### src/rtl/i2c_regwr_pkg.sv
package i2c_regwr_pkg;
  localparam logic [3:0] DEV_HI = 4'b0100;
  localparam int unsigned BYTE_W = 8;

  typedef enum logic [2:0] {
    ST_IDLE,
    ST_DEV,
    ST_REG,
    ST_DATA,
    ST_SKIP
  } st_e;
endpackage

### src/rtl/i2c_bus_sync.sv
module i2c_bus_sync #(
  parameter int unsigned STAGES = 2
) (
  input  logic clk_i,
  input  logic rst_ni,
  input  logic scl_i,
  input  logic sda_i,
  output logic sda_o,
  output logic scl_rise_o,
  output logic scl_fall_o,
  output logic start_o,
  output logic stop_o
);
  logic [STAGES-1:0] scl_q, sda_q;
  logic scl_p, sda_p, scl_s, sda_s;

  always_ff @(posedge clk_i or negedge rst_ni) begin
    if (!rst_ni) begin
      scl_q <= '1;
      sda_q <= '1;
      scl_p <= 1'b1;
      sda_p <= 1'b1;
    end else begin
      scl_q <= {scl_q[STAGES-2:0], scl_i};
      sda_q <= {sda_q[STAGES-2:0], sda_i};
      scl_p <= scl_s;
      sda_p <= sda_s;
    end
  end

  assign scl_s      = scl_q[STAGES-1];
  assign sda_s      = sda_q[STAGES-1];
  assign sda_o      = sda_s;
  assign scl_rise_o = scl_s & ~scl_p;
  assign scl_fall_o = ~scl_s & scl_p;
  assign start_o    = scl_s & scl_p & sda_p & ~sda_s;
  assign stop_o     = scl_s & scl_p & ~sda_p & sda_s;
endmodule

### src/rtl/i2c_stretch_timer.sv
module i2c_stretch_timer #(
  parameter int unsigned CYC = 2
) (
  input  logic clk_i,
  input  logic rst_ni,
  input  logic go_i,
  output logic hold_o
);
  localparam int unsigned CW = (CYC < 1) ? 1 : $clog2(CYC + 1);
  logic [CW-1:0] cnt_q;

  always_ff @(posedge clk_i or negedge rst_ni) begin
    if (!rst_ni)               cnt_q <= '0;
    else if (go_i)             cnt_q <= CW'(CYC);
    else if (cnt_q != '0)      cnt_q <= cnt_q - 1'b1;
  end

  assign hold_o = (cnt_q != '0);
endmodule

### src/rtl/i2c_wr_fsm.sv
module i2c_wr_fsm
  import i2c_regwr_pkg::*;
(
  input  logic              clk_i,
  input  logic              rst_ni,
  input  logic              sda_i,
  input  logic              scl_rise_i,
  input  logic              scl_fall_i,
  input  logic              start_i,
  input  logic              stop_i,
  input  logic [2:0]        addr_lsb_i,
  output logic              sda_oe_o,
  output logic              stretch_go_o,
  output logic [BYTE_W-1:0] waddr_o,
  output logic [BYTE_W-1:0] wdata_o,
  output logic              we_o
);
  st_e               st_q;
  logic [3:0]        bit_q;
  logic [BYTE_W-1:0] sh_q;
  logic [BYTE_W-1:0] ptr_q;
  logic              in_ack_q, ptr_set_q, rs_data_q;
  logic              active, byte_ok;

  assign active = (st_q == ST_DEV) || (st_q == ST_REG) || (st_q == ST_DATA);

  always_comb begin
    case (st_q)
      ST_DEV:          byte_ok = (sh_q[7:1] == {DEV_HI, addr_lsb_i}) && !sh_q[0];
      ST_REG, ST_DATA: byte_ok = 1'b1;
      default:         byte_ok = 1'b0;
    endcase
  end

  always_ff @(posedge clk_i or negedge rst_ni) begin
    if (!rst_ni) begin
      st_q         <= ST_IDLE;
      bit_q        <= '0;
      sh_q         <= '0;
      ptr_q        <= '0;
      in_ack_q     <= 1'b0;
      ptr_set_q    <= 1'b0;
      rs_data_q    <= 1'b0;
      sda_oe_o     <= 1'b0;
      stretch_go_o <= 1'b0;
      wdata_o      <= '0;
      we_o         <= 1'b0;
    end else begin
      we_o         <= 1'b0;
      stretch_go_o <= 1'b0;
      if (stop_i) begin
        st_q      <= ST_IDLE;
        bit_q     <= '0;
        in_ack_q  <= 1'b0;
        sda_oe_o  <= 1'b0;
        ptr_set_q <= 1'b0;
      end else if (start_i) begin
        st_q      <= ST_DEV;
        bit_q     <= '0;
        in_ack_q  <= 1'b0;
        sda_oe_o  <= 1'b0;
        rs_data_q <= ptr_set_q; // repeated start after an index byte: payload follows
        ptr_set_q <= 1'b0;
      end else if (active) begin
        if (scl_rise_i && !in_ack_q && bit_q < 4'd8) begin
          sh_q  <= {sh_q[6:0], sda_i};
          bit_q <= bit_q + 4'd1;
          if (st_q == ST_DATA && bit_q == 4'd7) begin
            we_o    <= 1'b1;
            wdata_o <= {sh_q[6:0], sda_i};
          end
        end
        if (scl_fall_i && bit_q == 4'd8) begin
          if (!in_ack_q) begin
            in_ack_q <= 1'b1;
            sda_oe_o <= byte_ok;
            if (!byte_ok) st_q <= ST_SKIP;
            if (byte_ok && st_q == ST_DATA) stretch_go_o <= 1'b1;
          end else begin
            in_ack_q <= 1'b0;
            sda_oe_o <= 1'b0;
            bit_q    <= '0;
            case (st_q)
              ST_DEV: st_q <= rs_data_q ? ST_DATA : ST_REG;
              ST_REG: begin
                ptr_q     <= sh_q;
                ptr_set_q <= 1'b1;
                st_q      <= ST_DATA;
              end
              default: st_q <= st_q;
            endcase
          end
        end
      end
    end
  end

  assign waddr_o = ptr_q;
endmodule

### src/rtl/i2c_regwr_slave.sv
module i2c_regwr_slave #(
  parameter int unsigned SYNC_STAGES = 2,
  parameter int unsigned STRETCH_CYC = 2
) (
  input  logic       clk_i,
  input  logic       rst_ni,
  input  logic       scl_i,
  input  logic       sda_i,
  input  logic [2:0] addr_lsb_i,
  output logic       scl_oe_o,
  output logic       sda_oe_o,
  output logic [7:0] reg_waddr_o,
  output logic [7:0] reg_wdata_o,
  output logic       reg_we_o
);
  logic sda_s, scl_rise, scl_fall, start_det, stop_det, stretch_go;

  i2c_bus_sync #(.STAGES(SYNC_STAGES)) u_sync (
    .clk_i      (clk_i),
    .rst_ni     (rst_ni),
    .scl_i      (scl_i),
    .sda_i      (sda_i),
    .sda_o      (sda_s),
    .scl_rise_o (scl_rise),
    .scl_fall_o (scl_fall),
    .start_o    (start_det),
    .stop_o     (stop_det)
  );

  i2c_wr_fsm u_fsm (
    .clk_i        (clk_i),
    .rst_ni       (rst_ni),
    .sda_i        (sda_s),
    .scl_rise_i   (scl_rise),
    .scl_fall_i   (scl_fall),
    .start_i      (start_det),
    .stop_i       (stop_det),
    .addr_lsb_i   (addr_lsb_i),
    .sda_oe_o     (sda_oe_o),
    .stretch_go_o (stretch_go),
    .waddr_o      (reg_waddr_o),
    .wdata_o      (reg_wdata_o),
    .we_o         (reg_we_o)
  );

  i2c_stretch_timer #(.CYC(STRETCH_CYC)) u_stretch (
    .clk_i  (clk_i),
    .rst_ni (rst_ni),
    .go_i   (stretch_go),
    .hold_o (scl_oe_o)
  );
endmodule

### config.mk
export PLATFORM = sky130hd
export DESIGN_NAME = i2c_regwr_slave
export DESIGN_NICKNAME = d
export VERILOG_FILES = /design/src/rtl/i2c_regwr_pkg.sv /design/src/rtl/i2c_bus_sync.sv /design/src/rtl/i2c_stretch_timer.sv /design/src/rtl/i2c_wr_fsm.sv /design/src/rtl/i2c_regwr_slave.sv
export SDC_FILE = /design/constraint.sdc
export NUM_CORES = 1
export LEC_CHECK = 0
export BUFFER_PORTS_ARGS = -buffer_cell sky130_fd_sc_hd__buf_2
export CAP_MARGIN = 0
export CORE_ASPECT_RATIO = 0.9
export CORE_MARGIN = 2
export CORE_UTILIZATION = 53
export CTS_BUF_LIST = sky130_fd_sc_hd__clkbuf_4 sky130_fd_sc_hd__clkbuf_8
export CTS_CLUSTER_DIAMETER = 50
export DETAILED_ROUTE_END_ITERATION = 10
export GPL_TIMING_DRIVEN = 0
export PLACE_DENSITY = 0.82
export SETUP_SLACK_MARGIN = 0.4
export SYNTH_ARGS = -nofsm -noshare
export SYNTH_HDL_FRONTEND = slang
export SYNTH_SLANG_ARGS = --single-unit
export TNS_END_PERCENT = 5
### constraint.sdc
create_clock -name clk_i -period 1.96 [get_ports clk_i]
set_clock_uncertainty 0.1 [all_clocks]
set_input_delay 0.196 -clock clk_i [delete_from_list [all_inputs] [get_ports clk_i]]
set_output_delay 0.196 -clock clk_i [all_outputs]
set_load 0.02 [all_outputs]
==> reports/summary.txt <==
Worst-Skew Late Latency: 0.30 ns
xor/xnor share of the synthesized area: 3.636%
I/O pins: 26
CTS Buf Count: 5
met3 Use GR: 7.861%
Wirelength per Cell: 15.89 um
post-route non-filler standard cell count: 228
crit end category: register
DIE HEIGHT: 61.20 um
Syn-to-layout area delta: 25.71%
overall power: 2.228 mW
ys async rst share: 100.0%
Multi-input gate area: 844.6 um2
dpl hpwl: 2.402 mm
Hold Crit Depth: 0
area share of the largest cell type after synthesis: 50.65%
vias in the first global route: 1,379
largest family of logic cells by synthesized area: multiplexers
register area share after synthesis: 58.83%
nets: 193
final core occ: 70.66%
CP arrival: 1.99 ns
total gr overflow: 0
Max Clk Rate: 526.8 MHz
CTS tree: done
Placed Cells: 211
syn nets: 152
number of max-cap violations: 0
largest net degree at the start of global routing: 46
core area: 0.003428 mm2
synthesized flop and latch total: 45
cell taking the most area after synthesis: dfrtp_1
# port buffers: 25
Post-synth EDFFs: 0
Compound-Gate Fraction of Synth Area: 7.078%
Yosys Warn Count: 0
adder-cell share of the synthesized area: 1.948%
Hold Crit Class: register to register
FILL cells: 223
clk buf depth: 2
final wirelength: 3.623 mm
Worst-path clk slew: 0.07 ns
gr busiest metal: met2
layout cells sized above 1: 47.83%
1st-pass router iterations: 4
Main synth FF type: dfrtp_1
Worst-Margin Slew: 0.9605 ns
H-Tree Depth: 2
antenna violations before repair: 0
synthesized area: 0.001927 mm2
diodes inserted: 0
Site Rows: 20
maximum vdd drop: 0.0005312 V
GPL Wtd Cong: 0.8792
DR vias/cell: 5.623
first-pass GRT wire length: 6.134 mm
DR vias: 1,282
Final Cycle Share: 96.84%
setup slack after layout: 0.06187 ns
multiplexer share of the synthesized area: 15.58%
ranking of synthesized cells by area: dfrtp_1 51%, mux2_2 14%, dfstp_2 8.2%
CTS sink cnt: 45
DRC errors left: 0
Final setup viols: 0
CTS root buf: clkbuf_8
pre-CTS worst setup slack: -0.1697 ns
minimum clock period: 1.898 ns
initial core utilization: 56.20%
drt initial violations: 69
met2 Use GR: 35.43%
Slew HR: 35.96%
Final Max Slew Viols: 0
Mean Syn Cell Area: 13.57 um2
Antenna Nets Post-Route: 0
register area: 0.001135 mm2
P_leak: 1.189 nW
unrepaired setup endpoints after global routing: yes
worst-path maximum fanout: 8
DIE AREA: 0.004134 mm2
type of the worst setup path: register to register
R2R cell count: 4
post-synthesis simple-gate area fraction: 10.97%
Setup crit start kind: register
post-synthesis cell type count: 39
Hold Fails Final Rpt: 0
grt met1 use: 23.79%
Tot GR Track Use: 20.69%
Req. time, crit path: 2.05 ns
Cells after Synth: 142
Die W: 67.56 um
Power Density: 919.9 mW/mm2
status: finished, final reports clean
stage by stage:
| step | setup TNS [ns] | instance area, um2 | hold slack (ns) |
|---|---|---|---|
| 2_1_floorplan | 0 | 1927 | -0.1996 |
| 3_3_place_gp | -1.839 | 2107 | 0.2016 |
| 3_5_place_dp | -2.662 | 2107 | 0.2021 |
| 4_1_cts | 0 | 2330 | 0.2584 |
| 5_1_grt | -0.008969 | 2422 | 0.2640 |
| 6_report | 0 | 2422 | 0.2574 |
power by group:
group	switching (mW)	internal [mW]	leakage, nW
sequential	0.141	1.04	0.591
clock	0.294	0.429	0.0619
combinational	0.141	0.183	0.536
synth_stat cells, drive strengths merged, types with 2 or more instances:
cell     n
nor3b    2
a31oi    3
dfstp    6
a41oi    2
xnor2    3
dfrtp   39
nand2    2
o21bai   2
mux2i    3
nor2     9
clkbuf   2
o21ai    2
or3b     2
inv      8
xor2     5
mux2    24
a21o     3
nor4b    2
ha       3
nand3    4
registers in the layout (all words and copies together) (netlist names), 2 cells and up:
register and flops:
u_fsm.bit_q 4, u_fsm.sh_q 8, u_fsm.st_q 3, u_fsm.waddr_o 8, u_fsm.wdata_o 8, u_stretch.cnt_q 2, u_sync.scl_q 2, u_sync.sda_q 2
placed cells by master, fill, tap and decap left out, types with 3 or more instances in the layout:
cell type | netlist | layout
a21o_1 | 3 | 3
buf_2 | 0 | 24
buf_4 | 0 | 5
clkbuf_8 | 0 | 6
dfrtp_1 | 39 | 38
dfstp_2 | 6 | 6
dlygate4sd3_1 | 0 | 3
ha_1 | 3 | 3
inv_1 | 8 | 8
mux2_2 | 24 | 21
mux2_4 | 0 | 3
mux2i_1 | 3 | 3
nand3_1 | 3 | 3
nor2_1 | 9 | 8
xnor2_1 | 3 | 3
xor2_1 | 5 | 4
worst max-delay path: stages, from the launching register on:
cell     delay, ns
dfstp_2       0.53
or3b_4        0.42
nor3_4        0.25
buf_12        0.16
mux2_2        0.33
worst paths after layout:
kind,end,start,slack (ns)
worst max-delay path,u_fsm.sh_q[1]$_DFFE_PN0P_,u_sync.scl_q[1]$_DFF_PN1_,0.06
worst min-delay path,u_sync.sda_q[1]$_DFF_PN1_,u_sync.sda_q[0]$_DFF_PN1_,0.26
worst max register to register,u_fsm.sh_q[1]$_DFFE_PN0P_,u_sync.scl_q[1]$_DFF_PN1_,0.06
worst min register to register,u_sync.sda_q[1]$_DFF_PN1_,u_sync.sda_q[0]$_DFF_PN1_,0.26
max in group asynchronous,u_fsm.st_q[1]$_DFFE_PN0P_,rst_ni,0.61
min in group asynchronous,u_fsm.wdata_o[0]$_DFFE_PN0P_,rst_ni,0.49
what timing repair did:
action                                  4_1_cts  5_1_grt
endpoints found under the setup margin       36       37
hold endpoints to repair                     41        0
setup buffers                                 6        0
gates resized for setup                       3       26
hold buffers                                  3        0
pin swaps                                     4       13
cells by family after synthesis:
kind of cell,Yosys count
AOI/OAI and AO/OA,18
buffers and inverters,10
xor gates and xnor gates,8
adders and majority gates,3
DFF,45
muxes,27
and+or+nand+nor,31
area by class of cell:
class                      instances  area share [%]
sequential                        45           46.85
multi-input combinational         87           34.87
clock inverter                     1           1.240
clock buffer                       7           3.719
inverter                           8           1.240
tap                               44           2.273
buffer                             2          0.6198
timing repair buffer              34           9.194
per-layer routing:
layer	vias up	part of all wire, %
li1	596	-
met2	29	49
met4	0	1.2
met3	6	5.1
met5	-	0
met1	651	44
No activity file was read; power rests on OpenSTA's default activity.
